### src/rtl/dram_idle_residency_mon.sv
module dram_idle_residency_mon #(
  parameter int TW          = 48,
  parameter int CW          = 32,
  parameter int NBANK       = 16,
  parameter int TRFC        = 64,
  parameter int BURST_BYTES = 64,
  localparam int AW         = $clog2(NBANK + 1)
) (
  input  logic          clk,
  input  logic          rst_n,
  input  logic [1:0]    policy,
  input  logic          act_vld,
  input  logic [TW-1:0] act_time,
  input  logic          pre_vld,
  input  logic [TW-1:0] pre_ready,
  input  logic          cls_vld,
  input  logic [TW-1:0] cls_ready,
  input  logic          ref_vld,
  input  logic [TW-1:0] ref_now,
  input  logic [TW-1:0] ref_max_free,
  input  logic          rd_dram_vld,
  input  logic          rd_wrq_vld,
  input  logic          rd_req,
  input  logic          wr_req,
  input  logic          rd_hit,
  input  logic          wr_hit,
  output logic [AW-1:0] active_banks,
  output logic [TW-1:0] start_time,
  output logic [TW-1:0] idle_total,
  output logic [CW-1:0] bytes_rd_dram,
  output logic [CW-1:0] bytes_rd_wrq,
  output logic [CW-1:0] rd_reqs,
  output logic [CW-1:0] wr_reqs,
  output logic [CW-1:0] rd_hits,
  output logic [CW-1:0] wr_hits,
  output logic [CW-1:0] wrq_served,
  output logic          underflow_err
);

  logic          open_pol;
  logic [AW-1:0] cnt_d;
  logic [TW-1:0] st_d, acc_d;
  logic          err_d;

  assign open_pol = (policy == 2'd1) || (policy == 2'd2);

  always_comb begin
    cnt_d = active_banks;
    st_d  = start_time;
    acc_d = idle_total;
    err_d = underflow_err;
    if (ref_vld) begin
      cnt_d = '0;
      st_d  = ((ref_now > ref_max_free) ? ref_now : ref_max_free) + TW'(TRFC);
    end
    if (pre_vld) begin
      if (cnt_d == '0) begin
        err_d = 1'b1;
      end else begin
        cnt_d = cnt_d - 1'b1;
        if (cnt_d == '0 && pre_ready > st_d) st_d = pre_ready;
      end
    end
    if (cls_vld && !open_pol && cls_ready > st_d) st_d = cls_ready;
    if (act_vld) begin
      if (cnt_d == '0 && act_time > st_d) acc_d = acc_d + (act_time - st_d);
      if (open_pol && cnt_d != AW'(NBANK)) cnt_d = cnt_d + 1'b1;
    end
  end

  always_ff @(posedge clk) begin
    if (!rst_n) begin
      active_banks  <= '0;
      start_time    <= '0;
      idle_total    <= '0;
      underflow_err <= 1'b0;
      bytes_rd_dram <= '0;
      bytes_rd_wrq  <= '0;
      rd_reqs       <= '0;
      wr_reqs       <= '0;
      rd_hits       <= '0;
      wr_hits       <= '0;
      wrq_served    <= '0;
    end else begin
      active_banks  <= cnt_d;
      start_time    <= st_d;
      idle_total    <= acc_d;
      underflow_err <= err_d;
      if (rd_dram_vld) bytes_rd_dram <= bytes_rd_dram + CW'(BURST_BYTES);
      if (rd_wrq_vld) begin
        bytes_rd_wrq <= bytes_rd_wrq + CW'(BURST_BYTES);
        wrq_served   <= wrq_served + 1'b1;
      end
      if (rd_req) rd_reqs <= rd_reqs + 1'b1;
      if (wr_req) wr_reqs <= wr_reqs + 1'b1;
      if (rd_hit) rd_hits <= rd_hits + 1'b1;
      if (wr_hit) wr_hits <= wr_hits + 1'b1;
    end
  end

  AST_CLOSED_HOLDS: assert property (@(posedge clk) disable iff (!rst_n)
    (!open_pol && !ref_vld && !pre_vld) |=> $stable(active_banks));
  AST_NO_CNT_OVER: assert property (@(posedge clk) disable iff (!rst_n)
    active_banks <= AW'(NBANK));
  AST_IDLE_GAP: assert property (@(posedge clk) disable iff (!rst_n)
    (act_vld && !ref_vld && !pre_vld && !cls_vld && active_banks == '0 && act_time > start_time)
    |=> idle_total == $past(idle_total) + ($past(act_time) - $past(start_time)));
  AST_IDLE_HOLD: assert property (@(posedge clk) disable iff (!rst_n)
    !act_vld |=> $stable(idle_total));
  AST_REF_CLEAR: assert property (@(posedge clk) disable iff (!rst_n)
    (ref_vld && !(act_vld && open_pol)) |=> active_banks == '0);
  AST_REF_START: assert property (@(posedge clk) disable iff (!rst_n)
    ref_vld |=> start_time >= $past(ref_now) + TW'(TRFC));
  AST_DRAM_BYTES: assert property (@(posedge clk) disable iff (!rst_n)
    rd_dram_vld |=> bytes_rd_dram == $past(bytes_rd_dram) + CW'(BURST_BYTES));
  AST_ERR_RAISE: assert property (@(posedge clk) disable iff (!rst_n)
    (pre_vld && !ref_vld && active_banks == '0) |=> (underflow_err && active_banks <= AW'(1)));
  AST_ERR_STICKY: assert property (@(posedge clk) disable iff (!rst_n)
    underflow_err |=> underflow_err);

endmodule

### config.mk
export PLATFORM = sky130hd
export DESIGN_NAME = dram_idle_residency_mon
export DESIGN_NICKNAME = d
export VERILOG_FILES = /design/src/rtl/dram_idle_residency_mon.sv
export SDC_FILE = /design/constraint.sdc
export NUM_CORES = 1
export LEC_CHECK = 0
export BUFFER_PORTS_ARGS = -buffer_cell sky130_fd_sc_hd__clkbuf_2
export CORE_ASPECT_RATIO = 0.6
export CORE_MARGIN = 5
export CORE_UTILIZATION = 55
export DETAILED_ROUTE_END_ITERATION = 12
export PLACE_DENSITY = 0.81
export SETUP_SLACK_MARGIN = 0.1
export SLEW_MARGIN = 5
export SYNTH_ARGS = -nofsm -noshare
export SYNTH_HDL_FRONTEND = slang
export SYNTH_SLANG_ARGS = --single-unit
### constraint.sdc
create_clock -name clk -period 16.3 [get_ports clk]
set_input_delay 1.63 -clock clk [delete_from_list [all_inputs] [get_ports clk]]
set_output_delay 1.63 -clock clk [all_outputs]
set_load 0.01 [all_outputs]
Word-level counts from Yosys, hierarchy flattened
Cells that the tools add are included.
{"block": "classes", "n_addsub": 12, "magnitude_cmp": 4, "n_eq_ne": 3, "n_mux": 11, "n_reduce_logical": 12}
{"op": "48-bit two-way mux", "count": 6}
{"op": "48-bit greater-than comparator", "count": 4}
{"op": "32-bit by 1-bit adder with 32-bit output, second input constant", "count": 5}
{"op": "32-bit by 7-bit adder with 32-bit output, second input constant", "count": 2}
{"op": "48-bit adder", "count": 1}
{"op": "48-bit by 7-bit adder with 48-bit output, second input constant", "count": 1}
{"op": "48-bit subtractor", "count": 1}
{"op": "5-bit two-way mux", "count": 5}
{"op": "5-bit zero test", "count": 3}
{"op": "5-bit by 1-bit adder with 5-bit output, second input constant", "count": 1}
{"op": "1-bit logical AND", "count": 5}
{"op": "5-bit != test, second input constant", "count": 1}
{"op": "5-bit by 1-bit subtractor with 5-bit output, second input constant", "count": 1}
{"op": "2-bit AND reduction", "count": 2}
{"op": "2-bit by 1-bit equality test with 1-bit output, second input constant", "count": 1}
{"op": "2-bit equality test, second input constant", "count": 1}
{"op": "1-bit zero test", "count": 1}
{"op": "1-bit logical OR", "count": 1}
{"block": "totals", "register_bits": 326, "out_inout_bits": 326}

Longest topological paths before layout
{"block": "depth", "depth_word": 15, "depth_mapped": 79, "depth_no_buf": 71}

Least setup slack after synthesis
OpenSTA, ideal clock, no wires.
{"block": "synth_path", "kind": "input-to-reg", "start": "input ref_max_free[30]", "end": "register idle_total[41]", "setup_ps": 128, "t_arrival_ps": 14920, "required_ps": 16172, "path_slack_ps": 1253, "stages": 69, "n_path_buf": 7, "cell_sequence": "inv_1 -> ha_1 -> nand4_1 -> nor4_2 -> nor3b_1 -> a2111oi_2 -> nor2_2 -> clkbuf_1 -> clkbuf_1 -> buf_1 -> clkbuf_1 -> buf_1 -> nand2_1 -> o21ai_0 -> ha_1 -> and3_1 -> nand3_1 -> nor2_1 -> (+33 left out) -> inv_1 -> ha_1 -> a21o_1 -> a21o_1 -> a2111oi_0 -> o21ai_0 -> a21oi_1 -> o21ai_0 -> a2111oi_0 -> o21bai_1 -> a21o_1 -> a31o_2 -> a31oi_1 -> o21ai_0 -> a21oi_1 -> xnor2_1 -> mux2i_1 -> nor2_1"}
{"block": "synth_between", "elab_chain_cells": 15}
{"item": "start: declaration", "line": "20", "source": "input logic [TW-1:0] ref_max_free,"}
{"item": "48-bit greater-than comparator", "line": "54", "source": "st_d = ((ref_now > ref_max_free) ? ref_now : ref_max_free) + TW'(TRFC);"}
{"item": "48-bit two-way mux (*)", "line": "54"}
{"item": "48-bit by 7-bit adder with 48-bit output (*)", "line": "54"}
{"item": "48-bit two-way mux (*)", "line": "52", "source": "if (ref_vld) begin"}
{"item": "48-bit greater-than comparator", "line": "61", "source": "if (cnt_d == '0 && pre_ready > st_d) st_d = pre_ready;"}
{"item": "1-bit logical AND", "line": "61"}
{"item": "48-bit two-way mux", "line": "61"}
{"item": "48-bit two-way mux", "line": "57", "source": "if (cnt_d == '0) begin"}
{"item": "48-bit two-way mux (*)", "line": "56", "source": "if (pre_vld) begin"}
{"item": "48-bit greater-than comparator", "line": "64", "source": "if (cls_vld && !open_pol && cls_ready > st_d) st_d = cls_ready;"}
{"item": "1-bit logical AND", "line": "64"}
{"item": "48-bit two-way mux (*)", "line": "64"}
{"item": "via st_d[1]", "line": "42", "source": "logic [TW-1:0] st_d, acc_d;"}
{"item": "parallel branches: the longest is 3 deep, another holds 48-bit subtractor"}
{"item": "end signal: assignment", "line": "75", "source": "idle_total <= '0;"}
{"item": "end signal: assignment", "line": "87", "source": "idle_total <= acc_d;"}
{"item": "end: declaration", "line": "29", "source": "output logic [TW-1:0] idle_total,"}
Mark *: on every way through the listed nets, which the timed path passes.
A chain may end at the register's enable or synchronous reset.

Worst setup path after layout
{"block": "layout_path", "start": "input ref_max_free[17]", "end": "register idle_total[43]"}
Same word-level chain as after synthesis.

==> results.cfg <==
[run_status]
outcome = finished clean

[power_and_ir_drop]
p_clk_share_pct = 24.2
p_comb_share_pct = 48.5
ir_drop_uv = 86.1
p_leak_nw = 13.8
power_density_nw_per_um2 = 110
p_int_mw = 1.97
total_power_mw = 3.28
swShare_pct = 39.9
p_switching_mw = 1.31
p_seq_share_pct = 27.2

[worst_setup_path]
critPathKind = input pin to flip-flop
crit_family = compound AO/OA/AOI/OAI gates
critPathMaxFanout = 20
cp_common_cell = o21ai_0
cp.required_ns = 16.71
cpMaxStageDelayCell = a2111oi_0
start_kind = input pin
slowest_delay_ns = 0.99
crit_buf_inv = 8
cp.arrival_ns = 15.86
crit_path_end_kind = flip-flop

[timing]
rsz0062_at_grt = no
tightest_slew_ns = 1.31
finalMaxSlewViolations = 0
fmax_mhz = 64.7
relSlewSlack_pct = 11.6
setup_violations = 0
finalCritPeriodShare_pct = 94.8
fin_worst_skew_ns = 0.0212
timing.hold.ws_ns = 0.485
hold_viol_final = 0
fin_setup_tns_ns = 0
layout_setup_ws_ns = 0.842
fin_crit_ns = 15.46

[clocking]
cts_sinks = 314
cts.hold.buffers_added = 0
cts_tree = yes
cts-buffers-inserted = 31
clock_path_buffers = 3
ctsRootBufferMaster = clkbuf_16
path_clk_slew_ns = 0.07
clock_latency_ns = 0.58
htreeDepth = 1

[drt]
vias = 24376
via_per_inst = 5.70
drc = 0
firstDrtPassIters = 5
avgRoutedWirePerCell_um = 19.3
ant_nets = 0
drt_iter0_drc = 2166
routed_wl_um = 82700

[yosys]
synth_edf_count = 0
synth_top_area_share_pct = 25.1
ys_warn_count = 0
ys_seq_area_share_pct = 25.1
ys_seq_elements = 314
ys.flop_type = dfxtp_1
synth_area_sq_um = 25000
ys_top_cells_by_area = dfxtp_1 25%, ha_1 12%, mux2i_1 7.3%
async_flop_share_pct = 0
yosys.area.top_type = dfxtp_1
synthCells = 3118
postSynthAreaPerCell_sq_um = 8.03
synth.distinct_cells = 75

[die]
die_y_um = 175
rows = 60
die_area_sq_um = 50000
coreArea_sq_um = 44900
ioPinCount = 580
initial_core_util_pct = 55.8
die_x_um = 285

[placed_design]
place.gp.congestion = 1.04
hpwl_um = 67200
dp_slack_ns = 0.183
portBuffers = 567

[finish]
final_cell_mix = 566 x clkbuf_2, 351 x nor2_1, 314 x dfxtp_1, 309 x nand2_1, 272 x inv_1
drive_gt1_share_pct = 20.2
fillCellCount = 3845
fin_util_pct = 66.2
layout.cells.most_common = clkbuf_2
fin_nets = 4199
syn_to_final_growth_pct = 18.6

[global_route]
antenna_found_initial = 13
grt_pass1_wl_um = 126000
grt_start_max_net_pins = 200
track_usage_pct = 31.0
overflow = 0
grt_pass1_vias = 22222

[flow_run]
cap_violations = 0

[min_path]
worstHoldPathType = flip-flop to flip-flop
-- cell type report --
cell class                      count  area (sq um)  area share (%)
Clock inverter                     22           288           0.969
Multi-Input combinational cell   2433         17400            58.5
Sequential cell                   314          6290            21.2
Inverter                          273          1030            3.48
Tap cell                          589           737            2.48
Antenna cell                       10          25.0          0.0843
Timing Repair Buffer              600          3130            10.5
Clock buffer                       35           821            2.76
-- worst reg2reg max path: cells and delay by family (launching register included) --
| family | cells | cell delay (ns) |
|---|---|---|
| compound gates | 31 | 7.41 |
| fa+ha+maj | 4 | 1.42 |
| simple gates | 9 | 0.91 |
| buf+inv | 5 | 0.85 |
| mux | 3 | 0.82 |
| flops | 1 | 0.31 |
| xor+xnor | 1 | 0.09 |
-- cell usage after synthesis (3+ instances only) --
master / n
a221oi_1: 5
buf_1: 18
or3_1: 35
inv_1: 272
o21bai_1: 8
o31ai_1: 12
nand3_1: 118
buf_2: 5
nor4_1: 12
nand4_1: 86
and4_1: 17
nor2b_1: 32
mux2_2: 63
fa_1: 47
xor2_1: 181
clkbuf_1: 63
a21oi_1: 171
nand3b_1: 3
o21a_1: 14
a211oi_1: 16
ha_1: 245
nand2b_1: 34
dfxtp_1: 314
and3_1: 69
o211ai_1: 16
o21ai_0: 111
nand2_1: 309
a211o_1: 4
and2_1: 13
a21o_1: 47
xnor2_1: 108
or4_1: 4
or2_2: 4
buf_4: 22
mux2i_1: 182
nor3_1: 38
nor2_1: 351
mux2_1: 4
nor3b_1: 3
a31oi_1: 15
a2111oi_0: 5
-- power by group through the flow --
| stage | Sequential (mW) | Combinational [mW] | Clock, mW |
|---|---|---|---|
| floorplan | 0.921 | 1.10 | 0 |
| global placement | 0.908 | 1.52 | 0 |
| detailed placement | 0.909 | 1.54 | 0 |
| global route | 0.900 | 1.76 | 0.842 |
| CTS | 0.893 | 1.56 | 0.805 |
| finish | 0.893 | 1.59 | 0.794 |
-- path summary, 6_finish.rpt --
| check | end | start | slack [ns] | depth (start not counted) |
|---|---|---|---|---|
| worst min-delay path | underflow_err | underflow_err | 0.49 | 2 |
| worst min register to register | underflow_err | underflow_err | 0.49 | 2 |
| worst max-delay path | idle_total[43] | ref_max_free[17] | 0.84 | 65 |
| worst max register to register | idle_total[43] | start_time[1] | 4.28 | 53 |
-- flip-flops by register name, summed over array words and instances (netlist names) --
| signal | flops |
|---|---|
| wrq_served | 32 |
| wr_reqs | 32 |
| rd_hits | 32 |
| underflow_err | 1 |
| bytes_rd_dram | 26 |
| active_banks | 5 |
| rd_reqs | 32 |
| start_time | 48 |
| idle_total | 48 |
| bytes_rd_wrq | 26 |
| wr_hits | 32 |
-- timing repair --
action,in CTS,in global routing
endpoints found under the setup margin,0,17
buffers inserted,0,1
resized for setup,0,16
-- per-stage QoR --
stage,area [sq um],instances
final,29700,4276
after global routing,29700,4276
after CTS,29600,4265
after detailed placement,28500,4208
after global placement,28500,4208
after floorplan,25100,3129
-- per-layer routing --
layer / up-vias / GRT usage, % / part of all wire [%]
met1: 11429 / 45.0 / 45
li1: 11787 / - / -
met2: 1008 / 47.7 / 43
met4: 6 / 8.43 / 3.2
met5: - / 0 / 0.036
met3: 146 / 5.47 / 8.2
-- cells by family (layout without fill, tap and decap cells) --
family          after synthesis  in the layout  synth area share, %
simple gates               1136           1136                 21.3
compound gates              454            454                 11.0
buf+inv                     382            930                 6.11
flops                       314            314                 25.1
fa+ha+maj                   292            292                 16.0
xor+xnor                    289            289                 10.1
mux                         250            250                 10.4
other cells                   1             22               0.0150
(Power assumes the default switching activity.)
